### src/rtl/dual_dac_front.sv
module dual_dac_front #(
  parameter int DW = 12,
  parameter int CW = 4
) (
  input  logic          clk,
  input  logic          rst_n,
  input  logic          ser_clk,
  input  logic          ser_cs_n,
  input  logic          ser_din,
  input  logic          edge_sel_pin,
  input  logic [1:0]    pu_level,
  output logic [DW-1:0] dac_code_a,
  output logic [DW-1:0] dac_code_b,
  output logic          slow_settle,
  output logic          out_shutdown,
  output logic          shdn_100k,
  output logic [1:0]    gpio_out
);
  localparam int FW = DW + CW;
  localparam int NW = $clog2(FW + 2);
  localparam logic [DW-1:0] FULL = '1;
  localparam logic [DW-1:0] ZERO = '0;
  localparam logic [DW-1:0] MID  = {1'b1, {(DW-1){1'b0}}};

  logic [1:0]    sck_m, cs_m, din_m;
  logic          sck_q, cs_q, rise_mode;
  logic [FW-1:0] shreg;
  logic [NW-1:0] cnt;
  logic [DW-1:0] in_a, in_b, dac_a, dac_b;
  logic          slow_r, shdn_r, imp_r;
  logic [1:0]    gpio_r;

  wire          sck_s   = sck_m[1];
  wire          cs_s    = cs_m[1];
  wire          din_s   = din_m[1];
  wire          smp     = rise_mode ? (sck_s & ~sck_q) : (~sck_s & sck_q);
  wire          cs_rise = cs_s & ~cs_q;
  wire          fire    = cs_rise && (cnt == NW'(FW));
  wire [CW-1:0] cmd     = shreg[FW-1 -: CW];
  wire [DW-1:0] dat     = shreg[DW-1:0];
  wire [DW-1:0] pu_code = pu_level[1] ? MID : (pu_level[0] ? FULL : ZERO);

  always_ff @(posedge clk) begin
    if (!rst_n) begin
      sck_m <= 2'b00;
      cs_m  <= 2'b11;
      din_m <= 2'b00;
      sck_q <= 1'b0;
      cs_q  <= 1'b1;
    end else begin
      sck_m <= {sck_m[0], ser_clk};
      cs_m  <= {cs_m[0], ser_cs_n};
      din_m <= {din_m[0], ser_din};
      sck_q <= sck_s;
      cs_q  <= cs_s;
    end
  end

  always_ff @(posedge clk) begin
    if (!rst_n) begin
      shreg     <= '0;
      cnt       <= '0;
      rise_mode <= edge_sel_pin;
    end else if (!cs_s && cs_q) begin
      cnt <= '0;
    end else if (!cs_s && smp) begin
      shreg <= {shreg[FW-2:0], din_s};
      if (cnt != NW'(FW + 1)) cnt <= cnt + 1'b1;
    end
  end

  always_ff @(posedge clk) begin
    if (!rst_n) begin
      in_a   <= pu_code;
      in_b   <= pu_code;
      dac_a  <= pu_code;
      dac_b  <= pu_code;
      slow_r <= 1'b0;
      shdn_r <= 1'b0;
      imp_r  <= 1'b0;
      gpio_r <= 2'b00;
    end else if (fire) begin
      case (cmd)
        CW'(1):  in_a <= dat;
        CW'(2):  in_b <= dat;
        CW'(3):  begin in_a <= dat; dac_a <= dat; end
        CW'(4):  begin in_b <= dat; dac_b <= dat; end
        CW'(5):  begin dac_a <= in_a; dac_b <= in_b; end
        CW'(6):  slow_r <= dat[0];
        CW'(7):  begin shdn_r <= dat[1]; imp_r <= dat[0]; end
        CW'(8):  gpio_r <= dat[1:0];
        CW'(9):  dac_a <= dat;
        CW'(10): dac_b <= dat;
        default: ;
      endcase
    end
  end

  assign dac_code_a   = dac_a;
  assign dac_code_b   = dac_b;
  assign slow_settle  = slow_r;
  assign out_shutdown = shdn_r;
  assign shdn_100k    = imp_r;
  assign gpio_out     = gpio_r;

  a_r13_hold_in_frame: assert property (@(posedge clk) disable iff (!rst_n)
    (!cs_s && !cs_q) |=> ($stable(dac_a) && $stable(dac_b) && $stable(gpio_r)));

  a_r1_commit_after_sixteen: assert property (@(posedge clk) disable iff (!rst_n)
    (!$stable(dac_a) || !$stable(dac_b)) |-> ($past(cs_rise) && $past(cnt) == NW'(FW)));

  a_r11_gpio_by_code8: assert property (@(posedge clk) disable iff (!rst_n)
    !$stable(gpio_r) |-> ($past(cmd) == CW'(8)));

  a_r12_flags_by_code67: assert property (@(posedge clk) disable iff (!rst_n)
    !$stable({slow_r, shdn_r, imp_r}) |-> ($past(cmd) == CW'(6) || $past(cmd) == CW'(7)));

  a_r9_slow_from_d0: assert property (@(posedge clk) disable iff (!rst_n)
    $rose(slow_r) |-> $past(shreg[0]));
endmodule

### config.mk
export PLATFORM = sky130hd
export DESIGN_NAME = dual_dac_front
export DESIGN_NICKNAME = d
export VERILOG_FILES = /design/src/rtl/dual_dac_front.sv
export SDC_FILE = /design/constraint.sdc
export NUM_CORES = 1
export LEC_CHECK = 0
export BUFFER_PORTS_ARGS = -buffer_cell sky130_fd_sc_hd__buf_2
export CORE_MARGIN = 2
export CORE_UTILIZATION = 30
export CTS_CLUSTER_DIAMETER = 200
export CTS_CLUSTER_SIZE = 24
export DETAILED_ROUTE_END_ITERATION = 8
export SYNTH_ARGS = -nofsm -noshare
export SYNTH_HDL_FRONTEND = slang
export SYNTH_SLANG_ARGS = --single-unit
### constraint.sdc
create_clock -name clk -period 2.6 [get_ports clk]
set_input_delay 0.78 -clock clk [delete_from_list [all_inputs] [get_ports clk]]
set_output_delay 0.78 -clock clk [all_outputs]
set_load 0.05 [all_outputs]
==> flow_summary.yaml <==
routing:
  drc: 0
  drtIter0Drc: 149
  first_pass_iters: 4
  drt_wl_total_microns: 7540
  vias_per_cell: 4.96
  wire_per_inst_microns: 16.2
  vias: 2306
  antenna_left: 0
worst_setup_path:
  arrival_ps: 1900
  cpMaxStageDelayCell: "dfxtp_1"
  critPathMaxFanout: 13
  r2r_slack_ps: 760
  slowest_delay_ps: 510
  crit_required_ps: 2660
  cp-start-kind: "register"
  worstSetupPathType: "register to register"
  endpoint_kind: "register"
  cp_cell_sequence: "xnor2_1 > buf_4 > or2_1 > a311oi_1"
clocking:
  cts_max_path_buffers: 2
  cts-root-buf: "clkbuf_16"
  path_clk_slew_ps: 60
  cts_tree: "built"
  ctsResizeCount: 0
  numCtsBuffers: 9
  cts_max_level: 3
  cts.sink_count: 83
  cts_setup_buffers: 0
  cts_hold_buffers: 0
  clock_latency_ps: 340
sta:
  maxSlewViolCount: 0
  min_period_over_period: 0.706
  worst_pin_slew_ps: 515
  fin_skew_ps: 9.11
  setup_ws_ps: 764
  fin_crit_ps: 1840
  slew_headroom: 0.652
  max_freq_ghz: 0.545
  setup_tns_ps: 0
  hold_viol_final: 0
  finalSetupViolations: 0
  rsz0062_at_grt: "false"
placed_design:
  portBuffers: 36
  place_ws_ps: 732
  gp_congestion: 0.739
  hpwl_microns: 4610
  place_area_sq_mm: 0.00387
die:
  die_h_microns: 112
  row_count: 39
  die_area_sq_mm: 0.0126
  start_util: 0.308
  ios: 37
  coreArea_sq_mm: 0.0115
  die_x_microns: 112
synthesis:
  ys_seq_elements: 83
  synth_edf_count: 49
  synth_seq_area_share: 0.610
  synth_cell_type_count: 45
  synth-compound-area-share: 0.115
  yosys_most_used_dff: "edfxtp_1"
  netlist_instances: 282
  yosys_warnings: 0
  synth_simple_gate_area_frac: 0.148
  muxShareOfSynthArea: 0.0738
  synth_xor_area_frac: 0.00497
  async_reset_ff_frac: 0
  avgSynthCellArea_sq_um: 12.5
  synth_adder_area_share: 0.0106
  synthesis.area_sq_mm: 0.00353
  syn_nets: 293
  synth_top_family_by_area: "simple AND/OR/NAND/NOR gates"
global_routing:
  antenna_found_initial: 0
  grt_max_degree: 72
  grt_pass1_vias: 2360
  grt_util_all_layers: 0.128
  grt_pass1_wl_microns: 12700
  gr-total-overflow: 0
power:
  finalPower_w: 0.00298
  p_leak_nw: 1.66
  power_density_mw_per_mm2: 714
  irDropWorstVdd_v: 0.000355
layout:
  num_antenna_cells: 0
  area_growth_pct: 18.4
  mostFrequentLayoutCell: "edfxtp_1"
  fin_area_sq_mm: 0.00418
  fin_util: 0.364
  drive_gt1_frac: 0.242
  layout.nets: 328
  final_cell_mix: "49 x edfxtp_1, 36 x buf_2, 35 x nand2_1"
  nFillCells: 1122
job:
  maxCapViolCount: 0
outcome:
  status: "finished, final reports clean"
worst_hold_path:
  hp-class: "register to register"
## final timing paths
path                            startpoint             end  cells after the start
worst min register to register     cs_m[0]         cs_m[1]                      1
worst min-delay path               cs_m[0]         cs_m[1]                      1
worst max-delay path             shreg[13]  dac_code_a[11]                      4
worst max register to register   shreg[13]  dac_code_a[11]                      4
## state kept, by name, summed over array words and instances, names as in the netlist
signal / count
cnt: 5
cs_m: 2
cs_q: 1
dac_code_a: 12
dac_code_b: 12
din_m: 2
gpio_out: 2
in_a: 12
in_b: 12
out_shutdown: 1
rise_mode: 1
sck_m: 2
sck_q: 1
shdn_100k: 1
shreg: 16
slow_settle: 1
## kinds of logic (layout without fill, tap and decap cells)
| group | count (synthesis) | after routing |
|---|---|---|
| XOR/XNOR | 2 | 2 |
| AND/OR/NAND/NOR | 92 | 92 |
| AO/OA/AOI/OAI | 47 | 47 |
| adder cells (fa/ha/maj) | 3 | 3 |
| multiplexers | 26 | 26 |
| buffers and inverters | 29 | 69 |
| flip-flops | 83 | 83 |
## cell type report
class / instances / area (sq um) / area share
flip-flops and latches: 83 / 2150 / 0.515
multi-input cells: 170 / 1250 / 0.299
repair buffers: 46 / 268 / 0.0641
clock buffers: 9 / 225 / 0.0539
well taps: 143 / 179 / 0.0429
clock inverters: 7 / 75.1 / 0.0180
inverters: 7 / 26.3 / 0.00629
## where the power goes
| group | leakage (nW) | total, W | internal, W | switching [W] |
|---|---|---|---|---|
| sequential | 0.762 | 0.00147 | 0.00146 | 0.0000173 |
| combinational | 0.756 | 0.000228 | 0.0000601 | 0.000167 |
| clock | 0.140 | 0.00128 | 0.000749 | 0.000528 |
## worst max-delay path: cells and delay by family (launching register included)
kind                      cells  cell delay, ps
xor gates and xnor gates      1             160
DFF                           1             510
and+or+nand+nor               1             470
AOI/OAI and AO/OA             1             180
buffers and inverters         1             230
## cell usage after synthesis, types with 3 or more instances
library cell  count  area (sq um)
nand3_1          10          50.1
nand3b_1          3          22.5
and2_1            5          31.3
nand4_1          12          75.1
mux2i_1          26           260
o211ai_2         10           125
buf_2             4          20.0
dfxtp_1          34           681
inv_1             7          26.3
o211ai_1         23           173
nand2_1          35           131
ha_1              3          37.5
edfxtp_1         49          1470
clkbuf_1         13          48.8
a21oi_1           3          15.0
nand2b_1          6          37.5
## routing by layer
| layer | global-route usage | routed length (microns) |
|---|---|---|
| met5 | 0 | 0 |
| met4 | 0.0561 | 102 |
| met3 | 0.0275 | 286 |
| met2 | 0.214 | 3680 |
| met1 | 0.161 | 3480 |
## per-stage QoR
stage | instances | hold slack [ps]
after global placement | 449 | 396
after detailed placement | 449 | 391
final | 465 | 405
after global routing | 465 | 438
after floorplan | 282 | 386
after CTS | 465 | 407
Note: power is estimated with default switching activity, not from simulation.
